File: src/rtl/adbus_pkg.sv
package adbus_pkg;
  localparam int unsigned WORD_W    = 32;
  localparam int unsigned BLK_WORDS = 4;
  localparam int unsigned BEAT_W    = $clog2(BLK_WORDS);

  typedef enum logic [1:0] {ST_IDLE, ST_ADDR, ST_DATA} bus_st_e;

  localparam logic [1:0] PW_8   = 2'b00;
  localparam logic [1:0] PW_16  = 2'b01;
  localparam logic [1:0] PW_32  = 2'b10;

  // Address-cycle nibble: 0000 block refill, else byte count code 1..4
  function automatic logic [3:0] size_code(input logic burst, input logic [1:0] nbytes_m1);
    return burst ? 4'b0000 : {2'b00, nbytes_m1} + 4'd1;
  endfunction

  function automatic logic [BEAT_W-1:0] final_beat(input logic burst, input logic [1:0] pw,
                                                   input logic [1:0] nbytes_m1);
    logic [BEAT_W-1:0] r;
    if (burst)            r = BEAT_W'(BLK_WORDS - 1);
    else if (pw == PW_8)  r = BEAT_W'(nbytes_m1);
    else if (pw == PW_16) r = BEAT_W'(nbytes_m1[1]);
    else                  r = '0;
    return r;
  endfunction
endpackage

File: src/rtl/adbus_lane.sv
module adbus_lane
  import adbus_pkg::*;
(
  input  logic [1:0]        pw,
  input  logic [BEAT_W-1:0] wr_beat,
  input  logic [BEAT_W-1:0] rd_beat,
  input  logic [WORD_W-1:0] wdata,
  input  logic [WORD_W-1:0] asm_in,
  input  logic [WORD_W-1:0] bus_in,
  output logic [WORD_W-1:0] wr_lane,
  output logic [WORD_W-1:0] asm_out
);
  always_comb begin
    wr_lane = wdata;
    asm_out = asm_in;
    case (pw)
      PW_8: begin
        wr_lane = wdata >> {wr_beat, 3'b000};
        asm_out[{rd_beat, 3'b000} +: 8] = bus_in[7:0];
      end
      PW_16: begin
        wr_lane = wdata >> {wr_beat[0], 4'b0000};
        asm_out[{rd_beat[0], 4'b0000} +: 16] = bus_in[15:0];
      end
      default: asm_out = bus_in;
    endcase
  end
endmodule

File: src/rtl/adbus_gap.sv
module adbus_gap #(
  parameter int unsigned GAP_W = 4
) (
  input  logic             clk,
  input  logic             rst,
  input  logic             load,
  input  logic [GAP_W-1:0] load_val,
  output logic             expired
);
  logic [GAP_W-1:0] cnt_q;

  always_ff @(posedge clk) begin
    if (rst)               cnt_q <= '0;
    else if (load)         cnt_q <= load_val;
    else if (cnt_q != '0)  cnt_q <= cnt_q - 1'b1;
  end

  assign expired = (cnt_q == '0);
endmodule

File: src/rtl/adbus_seq.sv
module adbus_seq
  import adbus_pkg::*;
(
  input  logic              clk,
  input  logic              rst,
  input  logic              req_valid,
  input  logic [31:2]       req_waddr,
  input  logic [1:0]        req_bytes,
  input  logic              req_burst,
  input  logic              req_write,
  input  logic [1:0]        req_pw,
  input  logic [WORD_W-1:0] req_wdata,
  input  logic              gap_expired,
  input  logic              rdy_n,
  input  logic [WORD_W-1:0] wr_lane,
  input  logic [WORD_W-1:0] asm_next,
  output logic              req_ready,
  output logic              gap_load,
  output logic [1:0]        pw_q,
  output logic [BEAT_W-1:0] wr_beat,
  output logic [BEAT_W-1:0] beat_q,
  output logic [WORD_W-1:0] wdata_q,
  output logic [WORD_W-1:0] asm_q,
  output logic [WORD_W-1:0] ad_out,
  output logic              ad_oe,
  output logic              ads_n,
  output logic              ale,
  output logic [1:0]        wsel,
  output logic              rsp_valid,
  output logic [WORD_W-1:0] rsp_data,
  output logic              rsp_last
);
  bus_st_e           st_q;
  logic              burst_q, write_q;
  logic [1:0]        start_q;
  logic [BEAT_W-1:0] last_q;
  logic              beat_done, at_last;
  logic [BEAT_W-1:0] beat_inc;
  logic [1:0]        pw_eff;

  assign req_ready = (st_q == ST_IDLE) && gap_expired;
  assign beat_done = (st_q == ST_DATA) && !rdy_n;
  assign at_last   = (beat_q == last_q);
  assign beat_inc  = beat_q + 1'b1;
  assign wr_beat   = (st_q == ST_DATA) ? beat_inc : '0;
  assign gap_load  = beat_done && at_last && !write_q;
  assign pw_eff    = (req_burst || req_pw == 2'b11) ? PW_32 : req_pw;

  always_ff @(posedge clk) begin
    if (rst) begin
      st_q <= ST_IDLE;  ads_n <= 1'b1;  ale <= 1'b0;  ad_oe <= 1'b0;
      ad_out <= '0;     wsel <= '0;     start_q <= '0;
      burst_q <= 1'b0;  write_q <= 1'b0; pw_q <= PW_32;
      wdata_q <= '0;    asm_q <= '0;    beat_q <= '0;  last_q <= '0;
      rsp_valid <= 1'b0; rsp_last <= 1'b0; rsp_data <= '0;
    end else begin
      rsp_valid <= 1'b0;
      rsp_last  <= 1'b0;
      case (st_q)
        ST_IDLE: if (req_valid && req_ready) begin
          st_q    <= ST_ADDR;
          ads_n   <= 1'b0;
          ale     <= 1'b1;
          ad_oe   <= 1'b1;
          ad_out  <= {req_waddr[31:4], size_code(req_burst, req_bytes)};
          wsel    <= req_waddr[3:2];
          start_q <= req_waddr[3:2];
          burst_q <= req_burst;
          write_q <= req_write && !req_burst;
          pw_q    <= pw_eff;
          wdata_q <= req_wdata;
          asm_q   <= '0;
          beat_q  <= '0;
          last_q  <= final_beat(req_burst, pw_eff, req_bytes);
        end
        ST_ADDR: begin
          st_q   <= ST_DATA;
          ads_n  <= 1'b1;
          ale    <= 1'b0;
          ad_oe  <= write_q;
          ad_out <= write_q ? wr_lane : '0;
        end
        default: if (beat_done) begin
          if (!write_q) begin
            asm_q <= asm_next;
            if (burst_q || at_last) begin
              rsp_valid <= 1'b1;
              rsp_data  <= asm_next;
              rsp_last  <= at_last;
            end
          end
          if (at_last) begin
            st_q   <= ST_IDLE;
            ad_oe  <= 1'b0;
            ad_out <= '0;
          end else begin
            beat_q <= beat_inc;
            if (burst_q) wsel <= start_q ^ 2'(beat_inc);
            ad_out <= write_q ? wr_lane : '0;
          end
        end
      endcase
    end
  end
endmodule

File: src/rtl/adbus_master.sv
module adbus_master
  import adbus_pkg::*;
#(
  parameter int unsigned GAP_W = 4
) (
  input  logic              clk,
  input  logic              rst,
  input  logic [GAP_W-1:0]  cfg_gap,
  input  logic              req_valid,
  output logic              req_ready,
  input  logic [31:2]       req_waddr,
  input  logic [1:0]        req_bytes,
  input  logic              req_burst,
  input  logic              req_write,
  input  logic [1:0]        req_pw,
  input  logic [WORD_W-1:0] req_wdata,
  output logic              rsp_valid,
  output logic [WORD_W-1:0] rsp_data,
  output logic              rsp_last,
  output logic [WORD_W-1:0] ad_out,
  output logic              ad_oe,
  input  logic [WORD_W-1:0] ad_in,
  output logic [1:0]        wsel,
  output logic              ads_n,
  output logic              ale,
  input  logic              rdy_n
);
  logic              gap_expired, gap_load;
  logic [1:0]        pw_q;
  logic [BEAT_W-1:0] wr_beat, beat_q;
  logic [WORD_W-1:0] wdata_q, asm_q, wr_lane, asm_next;

  adbus_seq u_seq (
    .clk, .rst, .req_valid, .req_waddr, .req_bytes, .req_burst, .req_write,
    .req_pw, .req_wdata, .gap_expired, .rdy_n, .wr_lane, .asm_next,
    .req_ready, .gap_load, .pw_q, .wr_beat, .beat_q, .wdata_q, .asm_q,
    .ad_out, .ad_oe, .ads_n, .ale, .wsel, .rsp_valid, .rsp_data, .rsp_last
  );

  adbus_lane u_lane (
    .pw(pw_q), .wr_beat, .rd_beat(beat_q), .wdata(wdata_q),
    .asm_in(asm_q), .bus_in(ad_in), .wr_lane, .asm_out(asm_next)
  );

  adbus_gap #(.GAP_W(GAP_W)) u_gap (
    .clk, .rst, .load(gap_load), .load_val(cfg_gap), .expired(gap_expired)
  );
endmodule

File: config.mk
export PLATFORM = sky130hd
export DESIGN_NAME = adbus_master
export DESIGN_NICKNAME = d
export VERILOG_FILES = /design/src/rtl/adbus_pkg.sv /design/src/rtl/adbus_lane.sv /design/src/rtl/adbus_gap.sv /design/src/rtl/adbus_seq.sv /design/src/rtl/adbus_master.sv
export SDC_FILE = /design/constraint.sdc
export NUM_CORES = 1
export LEC_CHECK = 0
export BUFFER_PORTS_ARGS = -buffer_cell sky130_fd_sc_hd__buf_2
export CORE_UTILIZATION = 40
export DETAILED_ROUTE_END_ITERATION = 12
export PLACE_DENSITY_LB_ADDON = 0.3
export SYNTH_ARGS = -nofsm -noshare
export SYNTH_HDL_FRONTEND = slang
export SYNTH_SLANG_ARGS = --single-unit
File: constraint.sdc
create_clock -name clk -period 5.43 [get_ports clk]
set_clock_uncertainty 0.1 [all_clocks]
set_input_delay 0.2715 -clock clk [delete_from_list [all_inputs] [get_ports clk]]
set_output_delay 0.2715 -clock clk [all_outputs]
set_load 0.03 [all_outputs]
Word level (Yosys, flattened, before mapping). Index checks and enable logic that the tools add are counted.

Register bits after elaboration: 151. Input bits: 108. Output and inout bits: 72. Logic and storage cells: 119.

Add/subtract/negate cells: 5. Eq/ne operators: 9. Shifts and indexed selects: 6. Muxes and demuxes: 42. Bitwise operators: 6. Reduce and logical (&&, ||, !) cells: 33.

Operators with widths (number): 32-bit case mux with 2 select lines (4); 32-bit 2-to-1 mux (7); 32-bit bitwise mux (2); 32-bit by 5-bit right shift with 32-bit output (2); 16-bit by 7-bit variable shift with 32-bit output (first input constant) (1); 8-bit by 7-bit variable shift with 32-bit output (first input constant) (1); 16-bit by 7-bit variable part select with 32-bit output (1); 8-bit by 7-bit variable part select with 32-bit output (1); 2-bit 2-to-1 mux (14); 5-bit negation with 7-bit output (2); 4-bit 2-to-1 mux (3); 2-bit case mux with 2 select lines (3); 4-bit AND reduction (3); 2-bit nonzero test (4); 2-bit by 1-bit == test with 1-bit output (second input constant) (3); 1-bit logical AND (6); 2-bit logical NOT (3); 1-bit 2-to-1 mux (6); 2-bit inequality test (second input constant) (3); 1-bit case mux with 2 select lines (3); 2-bit AND reduction (3); 3-bit nonzero test (2); 6-bit OR reduction (1); 1-bit NOT (5); 14 further kinds (18).

Logic depth before layout (Yosys ltp). Gate-level depths: netlist of the first run.

Depth in word-level cells: 8. Gate-level depth with buffers: 10. Mapped depth without buffers: 7.

By module. From an unflattened synthesis of the first run, not the netlist that was laid out.

Cells, all modules: 927. Area total of the unflattened synthesis: 7883.8 sq um.

By module, submodules not included: adbus_seq (times used 1, cells each 655, area each 5841.9 sq um, seq. area each 2942.8 sq um); adbus_lane (times used 1, cells each 248, area each 1813.0 sq um, seq. area each 0.0 sq um); adbus_gap (times used 1, cells each 24, area each 229.0 sq um, seq. area each 80.1 sq um).

Worst setup path before layout of the first run. No wires, ideal clock.

Kind: reg2reg. Start: register u_seq.beat_q[0]. End: register u_seq.rsp_data[24]. Setup time: 70 ps. Data arrival time: 2218 ps. Data required time: 5260 ps. Setup slack: 3041 ps. Stages on the path, launching flop included: 11. Path buffers: 3. Clock period less this slack: 2389 ps. Cells stage by stage: dfxtp_1 > buf_2 > inv_2 > ha_1 > clkbuf_1 > nor4bb_1 > clkbuf_1 > a221oi_1 > a221oi_1 > nand2_1 > a21oi_1.

Cells in the longest elaborated chain, start to end: 4. Elaborated cells on any way between the ends: 12. Classes of those cells: add/sub (2); eq/ne (1); shift (4); mux (3); reduce/logical (2).

Ends and longest elaborated chain: start: declaration (RTL line adbus_seq.sv:21) `output logic [BEAT_W-1:0] beat_q,`; start signal: assignment (RTL line adbus_seq.sv:97) `beat_q <= beat_inc;`; 5-bit negation with 7-bit output, on equally long branches (RTL line adbus_lane.sv:23, adbus_lane.sv:19); 16-bit by 7-bit variable part select with 32-bit output (tied with other cells) (RTL line adbus_lane.sv:23) `asm_out[{rd_beat[0], 4'b0000} +: 16] = bus_in[15:0];`; 32-bit bitwise mux, on equally long branches (RTL line adbus_lane.sv:23, adbus_lane.sv:19); 32-bit case mux with 2 select lines (RTL line adbus_lane.sv:16) `case (pw)`; end signal: assignment (RTL line adbus_seq.sv:88) `rsp_data <= asm_next;`; end: declaration (RTL line adbus_seq.sv:30) `output logic [WORD_W-1:0] rsp_data,`.

Parallel ways exist; a longest one is shown, timed or not. A chain may end at the register's enable or synchronous reset.

Worst setup path after layout of the first run.
Start: register u_seq.beat_q[0]. End: register u_seq.ad_out[15].

Cells in the longest elaborated chain, start to end: 8. Elaborated cells on any way between the ends: 10. Classes of those cells: add/sub (1); eq/ne (1); shift (2); mux (6).

Ends and longest elaborated chain: 2-bit by 1-bit adder with 2-bit output (RTL line adbus_seq.sv:44) `assign beat_inc = beat_q + 1'b1;`; 2-bit 2-to-1 mux (RTL line adbus_seq.sv:45) `assign wr_beat = (st_q == ST_DATA) ? beat_inc : '0;`; 32-bit by 5-bit right shift with 32-bit output, on equally long branches (RTL line adbus_lane.sv:22, adbus_lane.sv:18); 32-bit case mux with 2 select lines (RTL line adbus_lane.sv:16); 32-bit 2-to-1 mux (RTL line adbus_seq.sv:81, adbus_seq.sv:99); 32-bit 2-to-1 mux (RTL line adbus_seq.sv:92) `if (at_last) begin`; 32-bit 2-to-1 mux (RTL line adbus_seq.sv:83) `default: if (beat_done) begin`; 32-bit case mux with 2 select lines (*) (RTL line adbus_seq.sv:59) `case (st_q)`; end signal: assignment (RTL line adbus_seq.sv:65) `ad_out <= {req_waddr[31:4], size_code(req_burst, req_bytes)};`; end signal: assignment (RTL line adbus_seq.sv:81) `ad_out <= write_q ? wr_lane : '0;`; end signal: assignment (RTL line adbus_seq.sv:99) `ad_out <= write_q ? wr_lane : '0;`; end: declaration (RTL line adbus_seq.sv:24) `output logic [WORD_W-1:0] ad_out,`.

Every way passes the cells marked *; elsewhere a longest branch is shown, timed or not. The select of a mux whose other input is x is not followed.

==> results of run 1 <==
-- worst register-to-register path: stages (launching register included) --
cell and delay (ns):
dfxtp_1 0.30, buf_4 0.32, inv_2 0.15, ha_1 0.86
nand2b_1 0.16, a21boi_2 0.47, nor4b_4 0.56, nand2_1 0.12
a311oi_1 0.24
-- synth_stat cells (all sizes together) (19+ instances only) --
| master | number |
|---|---|
| nor3 | 31 |
| mux2i | 20 |
| nand2 | 131 |
| nor2 | 84 |
| nand3 | 23 |
| clkbuf | 42 |
| a22oi | 22 |
| a211oi | 25 |
| dfxtp | 151 |
| a21oi | 89 |
| o21ai | 23 |
| nand2b | 20 |
| a221oi | 29 |
| inv | 19 |
| buf | 31 |
-- state kept, by name (all words and copies together), names as in the netlist --
signal and cells:
u_seq.burst_q 1, u_seq.rsp_data 32, u_seq.ad_out 32, u_seq.beat_q 2, u_seq.pw_q 2, u_seq.rsp_last 1
u_seq.asm_q 32, u_seq.wdata_q 32, u_seq.rsp_valid 1, u_seq.last_q 2, u_seq.ale 1, u_seq.start_q 2
u_seq.write_q 1, u_seq.wsel 2, u_seq.ad_oe 1, u_gap.cnt_q 4, u_seq.ads_n 1, u_seq.st_q 2
-- final cells by class --
type,instances,area (µm²)
fill,1731,8420
multi-input combinational,640,3860
sequential,151,3020
timing repair buffer,218,1270
clock buffer,25,495
tap,225,282
clock inverter,7,116
inverter,19,71.3
-- per-layer routing --
metal / part of all wire / vias to the layer above
li1: - / 3531
met1: 0.47 / 3368
met2: 0.43 / 266
met3: 0.071 / 48
met4: 0.029 / 0
met5: 0 / -
-- kinds of logic (layout without fill, tap and decap cells) --
logic type	after synthesis	in the layout	share of synthesized area
adders and majority gates	8	8	0.0138
DFF	151	151	0.416
and+or+nand+nor	333	333	0.216
buffers and inverters	92	269	0.0534
xor gates and xnor gates	6	6	0.00723
AOI/OAI and AO/OA	266	266	0.255
muxes	27	27	0.0384
-- power groups by stage --
stage	Sequential, µW	Combinational [µW]	Clock (µW)
6_report	1570	1600	1220
5_1_grt	1590	1770	1280
2_1_floorplan	1710	1000	0
4_1_cts	1560	1600	1240
3_3_place_gp	1580	1560	0
3_5_place_dp	1590	1570	0
-- worst paths after layout --
kind                                       start                 to  slack (ns)
worst max register to register   u_seq.beat_q[0]   u_seq.ad_out[15]        2.08
worst max-delay path             u_seq.beat_q[0]   u_seq.ad_out[15]        2.08
worst min register to register  u_seq.ad_out[17]   u_seq.ad_out[17]        0.35
worst min-delay path               req_wdata[22]  u_seq.wdata_q[22]        0.01
-- repair_timing --
item	in CTS	in global routing
endpoints found under the hold margin	30	0
hold buffers	30	0
gates resized for setup	0	0
-- per-stage QoR --
stage                     utilization  instances
after floorplan                     -        883
after global placement          0.468       1223
after detailed placement        0.468       1223
after CTS                       0.520       1285
after global routing            0.520       1285
final                           0.520       1285
==> qor.yml, run 1 <==
layout_commonest_cell: "buf_2"
synth_top_area_cell: "dfxtp_1"
synthFlopType: "dfxtp_1"
combPwrFrac: 0.364
reg2reg_depth: 8
syn_inst: 883
io_pins: 180
p_total_uw: 4390
first_pass_iters: 5
antenna_found_initial: 0
ctsLongestPathBuffers: 2
vdd_drop_max_mv: 0.289
ys_warn_count: 0
grt-ovfl-total: 0
hp-class: "input port to register"
critPathKind: "register to register"
layout_setup_ws_ns: 2.08
slowest_stage: "ha_1"
gr-usage-met2: 0.358
setup_tns_ns: 0
grt.busiest_layer: "met2"
place_area_um2: 8210
drive_gt1_frac: 0.230
status: "finished clean"
die-height_um: 137
path_max_fanout: 25
chipWidth_um: 137
clock-sinks: 151
synthTopCellsByArea: "dfxtp_1, nand2_1, a21oi_1"
cts_tree: "yes"
grt_first_pass_wirelength_um: 35300
cts_buffers: 17
grt_use_total: 0.247
min_path_cells: 3
finalSetupViolCount: 0
ys_seq_area_frac: 0.416
clkTransAtPathRegs_ns: 0.06
fin_area_um2: 9120
clockPowerShare: 0.278
netSwitchingPower_uw: 1740
grt_pass1_vias: 6734
grt_max_degree: 61
drt_iter0_markers: 634
met1_usage: 0.352
rsz0062_at_grt: "no"
timing.fmax_ghz: 0.298
avgSynthCellArea_um2: 8.23
drv_cap: 0
yosysUniqueCellTypes: 67
syn2layout_area_growth_pct: 25.5
arrival_ns: 3.59
layout_min_cycle_time_ns: 3.35
finalHoldViolCount: 0
synthArstFlopShare: 0
required_ns: 5.67
drc: 0
p_leak_uw: 0.00359
core_area_um2: 17500
place_ws_ns: 2.13
post-cts-setup-buffers: 0
viasPerCell: 5.61
final_cell_mix: "buf_2, dfxtp_1, nand2_1, a21oi_1, nor2_1"
ant_nets: 0
initial_utilization: 0.414
end_kind: "register"
switching_share: 0.396
path_depth: 8
nets: 1163
via_count: 7213
htreeDepth: 4
cpPeakStageDelay_ns: 0.85
startpoint_type: "register"
ys_seq_elements: 151
wirelength_um: 22700
gp_congestion: 0.864
worst_pin_slew_ns: 1.10
period_share: 0.617
power-per-cell-area_nw_per_um2: 482
die_area_um2: 18700
clock_latency_ns: 0.43
drt-wirelength-per-cell_um: 17.7
crit_chain: "buf_4 > inv_2 > ha_1 > nand2b_1 > a21boi_2 > nor4b_4 > nand2_1 > a311oi_1"
yosysTopAreaCellShare: 0.416
portBuffers: 179
slew_violations: 0
intPower_uw: 2650
use_met3: 0.0441
cts-root-buf: "clkbuf_16"
slew_headroom: 0.260
dp_hpwl_um: 15600
synth-edff-count: 0
hold_slack_ns: 0.0127
insertedDiodeCount: 0
rows: 48
cp_num_buf_inv: 2
seqPwrFrac: 0.358
synthesis.area_um2: 7270
critPathTopFamily: "adder cells"
synth_nets: 999
No activity file was read; power rests on OpenSTA's default activity.
==> run 2, diff against run 1 <==
- clock period: 5.43 -> 2.8 ns (I/O delays scaled with it)
==> run 2 against run 1 <==
Effect of this change:
- sequential share of layout area shrank 1.9 points
- worst setup slack lost 1.7 ns
- global-route usage grew 0.54 points
- hold slack gained 0.0098 ns
- critical endpoint is now u_seq.ad_out[12]
- critical path type unchanged
- register-to-register slack lost 1.7 ns
- die area is the same
- utilization grew 3.1 points
- first-iteration DRC count shrank 3.6%
- combinational power grew 110%
- wire length grew 3.4%
==> qor.yml, run 2 (synthesis results as in run 1) <==
gp_congestion: 0.944  # +9.3%
timing.fmax_ghz: 0.408  # +37%
switching_share: 0.408  # +0.0114
chipWidth_um: 137  # unchanged
fillers: 1671  # -3.5%
critPathTopFamily: "simple AND/OR/NAND/NOR gates"
viasPerCell: 5.56  # -0.95%
cts_resized: 0  # unchanged
clock_latency_ns: 0.43  # about the same
antenna_found_initial: 0  # unchanged
rows: 48  # unchanged
via_count: 7467  # +3.5%
cpPeakStageDelay_ns: 0.46  # -0.39 ns
netSwitchingPower_uw: 3530  # +100%
die-height_um: 137  # unchanged
path_max_fanout: 14  # -44%
initial_utilization: 0.414  # unchanged
ctsHoldBuffers: 73  # +140%
grt.busiest_layer: "met2"
final_util: 0.552  # +0.0315
drt_iter0_markers: 611  # -3.6%
cts-root-buf: "clkbuf_16"
nets: 1221  # +5.0%
drt-wirelength-per-cell_um: 17.5  # -1.1%
grt_use_total: 0.253  # +0.00536
htreeDepth: 4  # unchanged
end_kind: "register"
cp_num_buf_inv: 2  # unchanged
wirelength_um: 23400  # +3.4%
crit_chain: "inv_1 > ha_1 > buf_4 > nand2b_1 > a21boi_2 > nor4b_4 > nand2_1 > a311oi_1"
vdd_drop_max_mv: 0.520  # +80%
core_area_um2: 17500  # unchanged
first_pass_iters: 5  # unchanged
ant_nets: 0  # unchanged
portBuffers: 179  # unchanged
grt_max_degree: 90  # +48%
slew_headroom: 0.256  # -0.00365
power-per-cell-area_nw_per_um2: 895  # +86%
seqPwrFrac: 0.344  # -0.014
syn2layout_area_growth_pct: 33.1
drv_cap: 0  # unchanged
die_area_um2: 18700  # unchanged
finalHoldViolCount: 0  # unchanged
clkTransAtPathRegs_ns: 0.06  # about the same
drive_gt1_frac: 0.235  # +0.00505
grt_first_pass_wirelength_um: 36100  # +2.0%
slowest_stage: "nor4b_4"
grt_pass1_vias: 6999  # +3.9%
required_ns: 3.03  # -2.64 ns
setup_tns_ns: 0  # unchanged
grt-ovfl-total: 0  # unchanged
use_met3: 0.0526  # +0.00852
post-cts-setup-buffers: 0  # unchanged
intPower_uw: 5120  # +93%
layout_commonest_cell: "buf_2"
insertedDiodeCount: 0  # unchanged
startpoint_type: "register"
arrival_ns: 2.68  # -0.91 ns
slew_violations: 0  # unchanged
cts_tree: "yes"
worst_pin_slew_ns: 1.11  # +0.00545 ns
p_leak_uw: 0.00384  # +7.0%
rsz0062_at_grt: "no"
io_pins: 180  # unchanged
drc: 0  # unchanged
ctsLongestPathBuffers: 2  # unchanged
period_share: 0.876  # +0.259
finalSetupViolCount: 0  # unchanged
final_cell_mix: "buf_2, dfxtp_1, nand2_1, a21oi_1, nor2_1"
layout_min_cycle_time_ns: 2.45  # -0.899 ns
hp-class: "input port to register"
met1_usage: 0.350  # -0.00246
status: "finished clean"
cts_buffers: 17  # unchanged
critPathKind: "register to register"
gr-usage-met2: 0.378  # +0.0206
clockPowerShare: 0.269  # -0.009
combPwrFrac: 0.387  # +0.023
clock-sinks: 151  # unchanged
dp_hpwl_um: 15800  # +1.3%
run 2: cell types whose count changed in the layout (fill, tap and decap cells not counted), sizes merged:
cell,before,now
dlygate4sd3,30,73
clkinvlp,1,4
inv,19,23
buf,188,203
clkbuf,25,17
clkinv,3,5
bufinv,3,2
run 2: path summary, 6_finish.rpt:
path	from	end	slack [ns]	cells past startpoint
worst max-delay path	u_seq.beat_q[1]	u_seq.ad_out[12]	0.35	8
worst min-delay path	req_waddr[11]	u_seq.ad_out[11]	0.02	3
worst max register to register	u_seq.beat_q[1]	u_seq.ad_out[12]	0.35	8
worst min register to register	u_seq.ad_out[17]	u_seq.ad_out[17]	0.34	2
run 2: final cells by class:
type                       count  area (µm²)  share of cell area
multi-input combinational    640        3860               0.400
sequential                   151        3020               0.313
inverter                      19        71.3             0.00737
clock inverter                15         170              0.0176
timing repair buffer         276        1830               0.190
tap                          225         282              0.0291
clock buffer                  17         425              0.0440
run 2: power by group through the flow:
| stage | clock [µW] | combinational (µW) | sequential, µW |
|---|---|---|---|
| after floorplan | 0 | 1940 | 3310 |
| after global placement | 0 | 3200 | 3010 |
| after detailed placement | 0 | 3210 | 3010 |
| after CTS | 2350 | 3330 | 2970 |
| after global routing | 2440 | 3680 | 3020 |
| final | 2320 | 3350 | 2980 |
run 2: worst min-delay path: stages:
cell      delay [ns]
buf_2           0.08
a221oi_1        0.07
a311oi_1        0.21
run 2: per-stage QoR:
| stage | instance area (µm²) | hold WS (ns) | cells | setup WS (ns) | total power (µW) |
|---|---|---|---|---|---|
| after floorplan | 7270 | 0.176 | 883 | 0.411 | 5250 |
| after global placement | 8350 | 0.285 | 1238 | 0.474 | 6210 |
| after detailed placement | 8350 | 0.288 | 1238 | 0.389 | 6220 |
| after CTS | 9670 | 0.00437 | 1343 | 0.370 | 8650 |
| after global routing | 9670 | 0.0141 | 1343 | 0.162 | 9140 |
| final | 9670 | 0.0225 | 1343 | 0.348 | 8650 |
run 2: layer usage:
layer	vias up	part of all wire
met5	-	0
met1	3478	0.47
met2	286	0.44
met3	56	0.069
met4	0	0.031
li1	3647	-
==> run 3, diff against run 2 <==
- ABC_AREA: unset -> 1
==> run 3 against run 2 <==
Effect of this change:
- largest power group unchanged
- die area is 4.0% higher
- sequential share of layout area is 0.95 points lower
- clock power is 3% lower
- clock-buffer cell count is 4 higher
- critical endpoint is now u_seq.last_q[0]
- worst setup slack worse by 0.13 ns
- synthesized cell count is 28% higher
- highest routed layer is now met5
==> qor.yml, run 3 <==
drt_iter0_markers: 805  # +32%
rsz0062_at_grt: "no"
dp_cells: 1484  # +20%
grt_pass1_vias: 7871  # +12%
critPathKind: "register to register"
gp_congestion: 0.840  # -11%
ys_warn_count: 0  # unchanged
post-cts-setup-buffers: 0  # unchanged
ctsLongestPathBuffers: 2  # unchanged
yosysUniqueCellTypes: 31  # -54%
synthArstFlopShare: 0  # unchanged
synthesis.area_um2: 7560  # +4.0%
seqPwrFrac: 0.322  # -0.022
htreeDepth: 4  # unchanged
place_ws_ns: 0.636  # +0.248 ns
place_area_um2: 8580  # +2.8%
final_cell_mix: "nand2_1, buf_2, a21oi_1, dfxtp_1, o21ai_0"
clock-sinks: 151  # unchanged
first_pass_iters: 6  # +1
avgSynthCellArea_um2: 6.69  # -19%
vdd_drop_max_mv: 0.606  # +16%
dp_hpwl_um: 16600  # +5.5%
wirelength_um: 25000  # +6.6%
drv_cap: 0  # unchanged
slew_headroom: 0.500  # +0.244
cp_num_buf_inv: 3  # +1
grt-ovfl-total: 0  # unchanged
hp-class: "input port to register"
timing.fmax_ghz: 0.387  # -5.0%
cts_tree: "yes"
synth_nets: 1247  # +25%
instances_no_fill: 1597  # +19%
synthFlopType: "dfxtp_1"
critPathTopFamily: "buffers and inverters"
layout_commonest_cell: "nand2_1"
synthTopCellsByArea: "dfxtp_1, nand2_1, a21oi_1"
cpPeakStageDelay_ns: 0.55  # +0.09 ns
grt_use_total: 0.259  # +0.00664
slowest_stage: "dlygate4sd3_1"
intPower_uw: 5280  # +3.0%
via_count: 8459  # +13%
die_area_um2: 19500  # +4.0%
grt_max_degree: 61  # -32%
syn2layout_area_growth_pct: 31.8
power-per-cell-area_nw_per_um2: 958  # +7.1%
setup_tns_ns: 0  # unchanged
yosysTopAreaCellShare: 0.400  # -0.0162
p_leak_uw: 0.00436  # +14%
period_share: 0.922  # +0.0462
synthTopCellsByCount: "nand2_1, a21oi_1, dfxtp_1, o21ai_0, inv_1"
drive_gt1_frac: 0.185  # -0.0502
synth_top_area_cell: "dfxtp_1"
switching_share: 0.448  # +0.0397
end_kind: "register"
clockPowerShare: 0.237  # -0.032
cts_buffers: 17  # unchanged
finalSetupViolCount: 0  # unchanged
initial_utilization: 0.414  # -0.000539
syn_inst: 1131  # +28%
fin_area_um2: 9970  # +3.1%
combPwrFrac: 0.441  # +0.054
layout_min_cycle_time_ns: 2.58  # +0.129 ns
worst_pin_slew_ns: 0.747  # -0.362 ns
viasPerCell: 5.30  # -4.7%
netSwitchingPower_uw: 4270  # +21%
cts-root-buf: "clkbuf_16"
chipWidth_um: 139  # +2.0%
rows: 49  # +2.1%
grt_first_pass_wirelength_um: 40500  # +12%
core_area_um2: 18300  # +4.2%
finalHoldViolCount: 0  # unchanged
layout_setup_ws_ns: 0.218  # -0.129 ns
path_max_fanout: 31  # +17
slew_violations: 0  # unchanged
die-height_um: 139  # +2.0%
antenna_found_initial: 2  # +2
status: "finished clean"
clock_latency_ns: 0.42  # about the same
clkTransAtPathRegs_ns: 0.06  # about the same
ant_nets: 0  # unchanged
synth-edff-count: 0  # unchanged
crit_chain: "inv_1 > ha_1 > nand3_1 > nor2_1 > nand2_4 > buf_4 > a31oi_1 > a21oi_1 > dlygate4sd3_1"
portBuffers: 179  # unchanged
fillers: 1773  # +6.1%
io_pins: 180  # unchanged
arrival_ns: 2.80  # +0.12 ns
yosysMostFrequentCell: "nand2_1"
drt-wirelength-per-cell_um: 15.6  # -10%
ys_seq_elements: 151  # unchanged
startpoint_type: "register"
ys_seq_area_frac: 0.400  # -0.0162
drc: 0  # unchanged
nets: 1470  # +20%
required_ns: 3.01  # -0.02 ns
run 3: cell count changes in the layout (fill, tap and decap cells not counted), moves of 41 or more:
| cell | change |
|---|---|
| o21ai_0 | +134 |
| nand3_1 | +41 |
| nor2_1 | -42 |
| inv_1 | +56 |
| a21oi_1 | +70 |
| nand2_1 | +188 |
run 3: power groups by stage:
stage / sequential, µW / combinational [µW] / clock (µW)
4_1_cts: 3060 / 4160 / 2300
5_1_grt: 3130 / 4650 / 2380
2_1_floorplan: 3630 / 2360 / 0
3_3_place_gp: 3100 / 4020 / 0
6_report: 3070 / 4210 / 2260
3_5_place_dp: 3100 / 4040 / 0
run 3: cell families after synthesis:
family / count (synthesis) / synth area share
AO/OA/AOI/OAI: 368 / 0.257
adder cells (fa/ha/maj): 8 / 0.0132
AND/OR/NAND/NOR: 440 / 0.238
buffers and inverters: 159 / 0.0862
XOR/XNOR: 5 / 0.00579
flip-flops: 151 / 0.400
run 3: timing repair:
| action | 4_1_cts | 5_1_grt |
|---|---|---|
| endpoints found under the hold margin | 78 | 0 |
| gates resized for setup | 0 | 1 |
| hold buffers | 80 | 0 |
| setup endpoints to repair | 0 | 2 |
run 3: layer usage:
layer	part of all wire	global-route usage	vias up
li1	-	-	4231
met1	0.46	0.357	3810
met2	0.44	0.395	359
met3	0.076	0.0547	57
met4	0.026	0.104	2
met5	0.00032	0	-
run 3: metrics by stage:
step	power (µW)	hold slack, ns	utilization
detailed placement	7140	0.308	0.470
finish	9550	0.0186	0.546
global route	10200	0.0332	0.546
floorplan	5990	0.183	-
global placement	7120	0.307	0.470
CTS	9520	0.0135	0.545
run 3: final timing paths:
| kind | start | endpoint | slack (ns) | cells after the start |
|---|---|---|---|---|
| hold reg to reg | u_seq.ads_n | u_seq.ads_n | 0.35 | 2 |
| setup / recovery | u_gap.cnt_q[0] | u_seq.last_q[0] | 0.22 | 9 |
| setup reg to reg | u_gap.cnt_q[0] | u_seq.last_q[0] | 0.22 | 9 |
| hold / removal | ad_in[22] | u_seq.rsp_data[22] | 0.02 | 3 |
run 3: area by class of cell:
type                            count  area (µm²)  share of cell area
Antenna cell                        1        2.50            0.000251
Clock buffer                       21         470              0.0472
Clock inverter                     11         111              0.0112
Inverter                           84         315              0.0316
Multi-Input combinational cell    821        3900               0.391
Sequential cell                   151        3020               0.303
Tap cell                          229         287              0.0287
Timing Repair Buffer              279        1860               0.186
run 3: worst register-to-register path, delay by kind of cell, from the launching register on:
| kind | cells | cell delay [ns] |
|---|---|---|
| buffers and inverters | 3 | 0.96 |
| AO/OA/AOI/OAI | 2 | 0.26 |
| adder cells (fa/ha/maj) | 1 | 0.16 |
| AND/OR/NAND/NOR | 3 | 0.69 |
| flip-flops | 1 | 0.29 |
